--- src/rtl/tcam_pkg.sv ---
`timescale 1ns/1ps
package tcam_pkg;
  localparam logic [1:0] CELL_ANY  = 2'b00;
  localparam logic [1:0] CELL_ONE  = 2'b01;
  localparam logic [1:0] CELL_ZERO = 2'b10;
  localparam logic [1:0] CELL_BAD  = 2'b11;

  // Does one ternary cell accept one key bit?
  function automatic logic cell_accepts(input logic [1:0] code, input logic kb);
    case (code)
      CELL_ANY:  return 1'b1;
      CELL_ONE:  return kb;
      CELL_ZERO: return !kb;
      default:   return 1'b0;
    endcase
  endfunction
endpackage

--- src/rtl/tcam_window.sv ---
`timescale 1ns/1ps
module tcam_window #(
  parameter int KEY_BYTES = 4,
  parameter int STRIDE    = 2,
  parameter int KEY_BITS  = 8 * KEY_BYTES
) (
  input  logic                clk,
  input  logic                rst_n,
  input  logic                in_valid,
  output logic                in_ready,
  input  logic [7:0]          in_data,
  output logic                key_vld,
  output logic [KEY_BITS-1:0] key
);
  localparam int CNT_W = $clog2(KEY_BYTES + 1);

  logic [CNT_W-1:0] need_q;

  assign in_ready = rst_n;

  always_ff @(posedge clk) begin
    if (!rst_n) begin
      key     <= '0;
      key_vld <= 1'b0;
      need_q  <= CNT_W'(KEY_BYTES);
    end else if (in_valid) begin
      key <= KEY_BITS'({key, in_data});
      if (need_q == CNT_W'(1)) begin
        key_vld <= 1'b1;
        need_q  <= CNT_W'(STRIDE);
      end else begin
        key_vld <= 1'b0;
        need_q  <= need_q - CNT_W'(1);
      end
    end else begin
      key_vld <= 1'b0;
    end
  end

  // a key is only issued right after a byte was taken
  a_r8_key_follows_byte: assert property (@(posedge clk) disable iff (!rst_n)
    key_vld |-> $past(in_valid));
  // byte counter stays within one window
  a_r8_need_range: assert property (@(posedge clk) disable iff (!rst_n)
    (need_q >= CNT_W'(1)) && (need_q <= CNT_W'(KEY_BYTES)));
endmodule

--- src/rtl/tcam_store.sv ---
`timescale 1ns/1ps
module tcam_store
  import tcam_pkg::*;
#(
  parameter int ENTRIES   = 8,
  parameter int KEY_BITS  = 32,
  parameter int IDX_W     = 3,
  parameter int CELL_BITS = 2 * KEY_BITS
) (
  input  logic                 clk,
  input  logic                 rst_n,
  input  logic                 wr_en,
  input  logic [IDX_W-1:0]     wr_addr,
  input  logic                 wr_entry_valid,
  input  logic [CELL_BITS-1:0] wr_cells,
  input  logic [KEY_BITS-1:0]  key,
  output logic [ENTRIES-1:0]   match_vec
);
  logic [CELL_BITS-1:0] cells_q [ENTRIES];
  logic [ENTRIES-1:0]   vld_q;

  always_ff @(posedge clk) begin
    if (!rst_n) begin
      vld_q <= '0;
      for (int e = 0; e < ENTRIES; e++) cells_q[e] <= '0;
    end else if (wr_en) begin
      cells_q[wr_addr] <= wr_cells;
      vld_q[wr_addr]   <= wr_entry_valid;
    end
  end

  for (genvar g = 0; g < ENTRIES; g++) begin : g_row
    logic row_ok;
    logic row_bad;
    always_comb begin
      row_ok = vld_q[g];
      for (int b = 0; b < KEY_BITS; b++)
        if (!cell_accepts(cells_q[g][2*b +: 2], key[b])) row_ok = 1'b0;
    end
    always_comb begin
      row_bad = 1'b0;
      for (int b = 0; b < KEY_BITS; b++)
        if (cells_q[g][2*b +: 2] == CELL_BAD) row_bad = 1'b1;
    end
    assign match_vec[g] = row_ok;

    // illegal cell or cleared valid bit blocks the match line
    a_r2_gated_row: assert property (@(posedge clk) disable iff (!rst_n)
      match_vec[g] |-> (vld_q[g] && !row_bad));
  end
endmodule

--- src/rtl/tcam_prio.sv ---
`timescale 1ns/1ps
module tcam_prio #(
  parameter int ENTRIES = 8,
  parameter int IDX_W   = 3
) (
  input  logic [ENTRIES-1:0] vec,
  output logic               found,
  output logic [IDX_W-1:0]   idx
);
  always_comb begin
    found = 1'b0;
    idx   = '0;
    for (int i = ENTRIES - 1; i >= 0; i--) begin
      if (vec[i]) begin
        found = 1'b1;
        idx   = IDX_W'(i);
      end
    end
  end
endmodule

--- src/rtl/tcam_stream_matcher.sv ---
`timescale 1ns/1ps
module tcam_stream_matcher #(
  parameter int ENTRIES   = 8,
  parameter int KEY_BYTES = 4,
  parameter int STRIDE    = 2,
  parameter int IDX_W     = $clog2(ENTRIES)
) (
  input  logic                     clk,
  input  logic                     rst_n,
  input  logic                     in_valid,
  output logic                     in_ready,
  input  logic [7:0]               in_data,
  input  logic                     wr_en,
  input  logic [IDX_W-1:0]         wr_addr,
  input  logic                     wr_entry_valid,
  input  logic [16*KEY_BYTES-1:0]  wr_cells,
  output logic                     res_valid,
  output logic                     res_hit,
  output logic [IDX_W-1:0]         res_idx,
  output logic [ENTRIES-1:0]       res_vec
);
  localparam int KEY_BITS = 8 * KEY_BYTES;

  logic                key_vld;
  logic [KEY_BITS-1:0] key;
  logic [ENTRIES-1:0]  match_vec;
  logic                found;
  logic [IDX_W-1:0]    win_idx;

  tcam_window #(.KEY_BYTES(KEY_BYTES), .STRIDE(STRIDE), .KEY_BITS(KEY_BITS)) u_window (
    .clk(clk), .rst_n(rst_n), .in_valid(in_valid), .in_ready(in_ready),
    .in_data(in_data), .key_vld(key_vld), .key(key));

  tcam_store #(.ENTRIES(ENTRIES), .KEY_BITS(KEY_BITS), .IDX_W(IDX_W)) u_store (
    .clk(clk), .rst_n(rst_n), .wr_en(wr_en), .wr_addr(wr_addr),
    .wr_entry_valid(wr_entry_valid), .wr_cells(wr_cells), .key(key),
    .match_vec(match_vec));

  tcam_prio #(.ENTRIES(ENTRIES), .IDX_W(IDX_W)) u_prio (
    .vec(match_vec), .found(found), .idx(win_idx));

  always_ff @(posedge clk) begin
    if (!rst_n) begin
      res_valid <= 1'b0;
      res_hit   <= 1'b0;
      res_idx   <= '0;
      res_vec   <= '0;
    end else begin
      res_valid <= key_vld;
      res_hit   <= key_vld && found;
      res_idx   <= key_vld ? win_idx : '0;
      res_vec   <= key_vld ? match_vec : '0;
    end
  end

  // the reported winner is itself a match
  a_r4_winner_in_vec: assert property (@(posedge clk) disable iff (!rst_n)
    res_hit |-> res_vec[res_idx]);
  // no lower-index entry matched
  a_r4_none_below: assert property (@(posedge clk) disable iff (!rst_n)
    res_hit |-> ((res_vec & ((ENTRIES'(1) << res_idx) - ENTRIES'(1))) == '0));
  // hit flag agrees with the match vector
  a_r3_hit_iff_any: assert property (@(posedge clk) disable iff (!rst_n)
    res_valid |-> (res_hit == (res_vec != '0)));
  // outputs quiet between results
  a_r5_idle_quiet: assert property (@(posedge clk) disable iff (!rst_n)
    !res_valid |-> (!res_hit && res_vec == '0 && res_idx == '0));
endmodule

--- config.mk ---
export PLATFORM = sky130hd
export DESIGN_NAME = tcam_stream_matcher
export DESIGN_NICKNAME = d
export VERILOG_FILES = /design/src/rtl/tcam_pkg.sv /design/src/rtl/tcam_window.sv /design/src/rtl/tcam_store.sv /design/src/rtl/tcam_prio.sv /design/src/rtl/tcam_stream_matcher.sv
export SDC_FILE = /design/constraint.sdc
export NUM_CORES = 1
export LEC_CHECK = 0
export BUFFER_PORTS_ARGS = -buffer_cell sky130_fd_sc_hd__buf_4
export CORE_MARGIN = 10
export CORE_UTILIZATION = 56
export DETAILED_ROUTE_END_ITERATION = 10
export PLACE_DENSITY = 0.76
export SLEW_MARGIN = 40
export SYNTH_ARGS = -nofsm -noshare
export SYNTH_HDL_FRONTEND = slang
export SYNTH_SLANG_ARGS = --single-unit
--- constraint.sdc ---
create_clock -name clk -period 6.44 [get_ports clk]
set_input_delay 1.288 -clock clk [delete_from_list [all_inputs] [get_ports clk]]
set_output_delay 1.288 -clock clk [all_outputs]
set_load 0.005 [all_outputs]
# Yosys cells after proc, flatten, opt, wreduce, memory -nomap -nowiden
# Memory sizes are Yosys's and may differ from the RTL's.
# Index checks and enable logic that the tools add are counted.
[totals]
regBits = 57
latchBits = 0
mem_bits_rw = 512
romBits = 0
in_bits = 80
output_inout_bits = 14
word_cells = 1364
mem_count = 1
[mem_list]
columns = ["memory", "words", "word_bits", "rd", "rd_ports_with_merged_regs", "wr", "line_no", "text"]
rows = [
  ["u_store.cells_q", 8, 64, 8, 0, 8, "tcam_store.sv:19", "logic [CELL_BITS-1:0] cells_q [ENTRIES];"],
]
[classes]
n_addsub = 1
multipliers = 0
div_mod_pow = 0
order_cmp = 2
n_eq_ne = 513
shifts = 0
mux = 539
bitwise = 2
n_reduce_logical = 296
[ops]
columns = ["op", "count"]
rows = [
  ["$pmux 1 s3", 256],
  ["$eq 2x1->1 const B", 256],
  ["$eq 2x2->1 const B", 256],
  ["$logic_not 2->1", 256],
  ["$mux 1", 272],
  ["$mux 64", 1],
  ["$reduce_or 64->1", 1],
  ["$logic_not 1->1", 32],
  ["$mux 3", 6],
  ["$bwmux 8", 1],
  ["$reduce_or 6->1", 1],
  ["$lt 3x4->1 const B", 1],
  ["$mux 2", 2],
  ["$reduce_and 2->1", 2],
  ["$reduce_or 4->1", 1],
  ["$demux 1 s3", 1],
  ["$eq 3x1->1 const B", 1],
  ["$ge 3x1->1 const B", 1],
  ["$reduce_or 3->1", 1],
  ["$sub 3x1->3 const B", 1],
  ["$logic_and 1x1->1", 2],
  ["$not 1->1", 2],
]

# Logic depth before layout (Yosys ltp)
# An unclocked memory read counts as a cell.
[logic_depth]
word_depth = 44
depth_mapped = 9
ltp_nobuf = 8

# Hierarchy
# Synthesis repeated with hierarchy kept, for this count alone.
[hier_totals]
cells_unflattened = 1760
hier_area_um2 = 24518.5
[by_module_without_submodules]
columns = ["module", "n_inst", "cells_per_inst", "area_each_um2", "seq_area_each_um2"]
rows = [
  ["tcam_store", 1, 1595, 22660.5, 15534.9],
  ["tcam_window", 1, 124, 1412.6, 720.7],
  ["tcam_stream_matcher", 1, 28, 365.4, 260.2],
  ["tcam_prio", 1, 13, 80.1, 0.0],
]

# Least setup slack after synthesis
# OpenSTA, ideal clock, no wires.
[synth_path]
path_kind = "input to register"
startpoint = "input wr_addr[0]"
endpoint = "memory u_store.cells_q[0][0] (netlist name), enable pin"
setup_ps = 584
arrival_time_ps = 6233
t_required_ps = 5856
setup_slack_ps = -377
cell_stages = 2
n_path_buf = 0
path_cell_list = "nand2b_1 > o31ai_1"
[synth_lines]
columns = ["item", "line_no", "text"]
rows = [
  ["start, declared", "tcam_stream_matcher.sv:14", "input logic [IDX_W-1:0] wr_addr,"],
  ["end, declared", "tcam_store.sv:19", ""],
]

# Worst setup path in the final report
[layout_path]
startpoint = "input rst_n"
endpoint = "output in_ready"
[layout_lines]
columns = ["item", "line_no", "text"]
rows = [
  ["start, declared", "tcam_stream_matcher.sv:9", "input logic rst_n,"],
  ["end, declared", "tcam_stream_matcher.sv:11", "output logic in_ready,"],
]
# No word-level cell between the ends.

==> out/results.txt <==
Final GP Congestion -> 0.929
Slew headroom -> 0.387
Seq cells post-synth -> 569
Initial antenna violation count -> 9
Num CTS Buffers -> 58
Most frequent cells in the layout -> and2_1, edfxtp_1, mux2i_1
Initial drt markers -> 2,301
Die footprint -> 52,000 sq um
GRT overflow -> 0
Min Tclk post-route -> 3.38 ns
CP max stage cell -> buf_4
EDFF count, synth -> 512
Maxcap violations -> 0
CP Capture Type -> primary output
Post-route antenna net violation count -> 0
Share of layout cells above drive strength 1 -> 0.127
Asr flop ratio synth -> 0
Final setup viols -> 0
Max clock buf depth -> 3
GRT busiest layer -> met2
CTS tree -> built
Vias in the first global route -> 14,800
GRT met3 Usage -> 0.0589
Avg WL per Cell -> 29.9 microns
Worst Setup Start Kind -> primary input
Avg Inst Size Synth -> 13.9 sq um
Drt drc -> 0
Syn Nets -> 1,820
Die width -> 228 microns
Hold Slack -> 0.480 ns
Root cell of the clock tree -> clkbuf_16
Num ports -> 94
Yosys warnings -> 0
Buffers on Ports -> 93
Die Height -> 228 microns
HP Class -> reg -> reg
Skew-Pair Late Insertion Delay -> 0.62 ns
Final max-slew violation count -> 0
Critical path's largest stage delay -> 0.57 ns
Gr usage total -> 0.276
Final Hold Fails -> 0
Via count -> 15,400
Max VDD drop -> 0.000259 V
Core area -> 42,900 sq um
Cells after synthesis -> 1,738
Cts-stage hold buffer count -> 0
Status -> finished, final reports clean
Pwr dens -> 294 nW/um^2
Least-Margin Pin Slew -> 0.918 ns
Critical-path cell list -> buf_4 > buf_4
Final wirelength -> 73.5 mm
CP top delay family -> buffers and inverters
Largest net degree at the start of global routing -> 66
Final Power -> 0.00810 W
Register area share after synthesis -> 0.682
Period utilization -> 0.524
Initial Util -> 0.565
DRT Pass-1 Iters -> 6
Row Count -> 76
CP most frequent cell -> buf_4
Final Skew -> 0.0150 ns
Top_reg_cell synth -> edfxtp_1
Global-route met2 utilization -> 0.436
Vias per inst -> 6.25
Clk sink count -> 569
Grt met1 use -> 0.362
CP Max Fanout -> 48
Max frequency -> 296 MHz
Final nets -> 1,907
RSZ-0062 raised after global routing -> no
Post-CTS Setup Inserts -> 0
Commonest non-fill, non-tap cell in the layout -> and2_1
Critical Path AT -> 2.09 ns
Post-synthesis cell type count -> 52
CP bufs+invs -> 2
WP data required -> 5.15 ns
Synth Cell Area -> 24,200 sq um
Detail Placement HPWL -> 46.9 mm
Syn-to-layout area delta -> 13.6%
Clock transition at path regs -> 0.06 ns
Resized Gates After CTS -> 0
Static Leak -> 9.68 nW
First-pass GRT wire length -> 104 mm
H-tree depth -> 2
Crit Path Class -> in -> out
[cell type report]
cell class / instances / area, sq um
sequential: 569 / 16500
antenna: 1 / 2.50
tap: 585 / 732
timing repair buffer: 126 / 987
fill: 3107 / 15400
clock inverter: 22 / 184
clock buffer: 86 / 1630
inverter: 48 / 180
multi-input combinational: 1022 / 7300
[Yosys cell counts (8+ instances only)]
cell | count | area [sq um]
nand3_1 | 17 | 85.1
and2_1 | 517 | 3230
a22o_1 | 17 | 149
buf_2 | 19 | 95.1
nand2b_1 | 9 | 56.3
a22oi_1 | 28 | 210
o21ai_0 | 19 | 95.1
mux2i_1 | 171 | 1710
a221oi_1 | 16 | 140
edfxtp_1 | 512 | 15400
dfxtp_1 | 57 | 1140
nor2_1 | 19 | 71.3
nand4_1 | 39 | 244
clkbuf_1 | 74 | 278
nand2_1 | 37 | 139
nor2b_1 | 50 | 313
inv_1 | 44 | 165
nor3_1 | 10 | 50.1
a221o_1 | 8 | 80.1
[power by group]
group / switching [W] / internal (W) / leakage (nW) / total [W]
sequential: 0.0000870 / 0.00425 / 5.41 / 0.00434
clock: 0.00139 / 0.00186 / 0.891 / 0.00325
combinational: 0.000356 / 0.000152 / 3.38 / 0.000508
[worst register-to-register path: cells and delay by family (launching register included)]
kind | cells | cell delay, ns
multiplexers | 1 | 0.48
AO/OA/AOI/OAI | 1 | 0.05
flip-flops | 1 | 0.90
AND/OR/NAND/NOR | 5 | 1.69
[sequential cells by signal, summed over array words and instances, names as in the netlist]
name              count
res_hit               1
res_idx               3
res_valid             1
res_vec               8
u_store.cells_q     512
u_store.vld_q         8
u_window.key         32
u_window.key_vld      1
u_window.need_q       3
[per-layer routing]
layer  wire length [microns]  up-vias  part of all wire
met4                    3390        2             0.046
met3                    8970      184              0.12
met5                      12        -           0.00016
li1                        -     6425                 -
met1                   26600     7755              0.36
met2                   34600      993              0.47
[through the flow]
| step | setup TNS (ns) | worst slack [ns] | std cells | cell area [sq um] | utilization |
|---|---|---|---|---|---|
| 3_3_place_gp | 0 | 2.83 | 2347 | 25600 | 0.598 |
| 6_report | 0 | 3.06 | 2459 | 27500 | 0.642 |
| 3_5_place_dp | 0 | 2.77 | 2349 | 25700 | 0.599 |
| 2_1_floorplan | -41.63 | -0.166 | 1738 | 24200 | - |
| 5_1_grt | 0 | 3.03 | 2458 | 27500 | 0.642 |
| 4_1_cts | 0 | 3.06 | 2457 | 27500 | 0.641 |
[path summary, 6_finish.rpt]
kind | end | cells past startpoint | slack, ns | startpoint
hold / removal | u_store.vld_q[1] | 2 | 0.48 | u_store.vld_q[1]
hold reg to reg | u_store.vld_q[1] | 2 | 0.48 | u_store.vld_q[1]
setup reg to reg | res_idx[1] | 7 | 3.23 | u_window.key[31]
setup / recovery | in_ready | 2 | 3.06 | rst_n
[cells by family (layout without fill, tap and decap cells)]
| logic type | count (synthesis) | count (layout) | share of synthesized area |
|---|---|---|---|
| simple gates | 724 | 724 | 0.181 |
| flops | 569 | 569 | 0.682 |
| buf+inv | 147 | 282 | 0.0242 |
| compound gates | 120 | 120 | 0.0391 |
| fa+ha+maj | 2 | 2 | 0.00103 |
| other cells | 0 | 1 | 0 |
| mux | 176 | 176 | 0.0730 |
(Power assumes the default switching activity.)
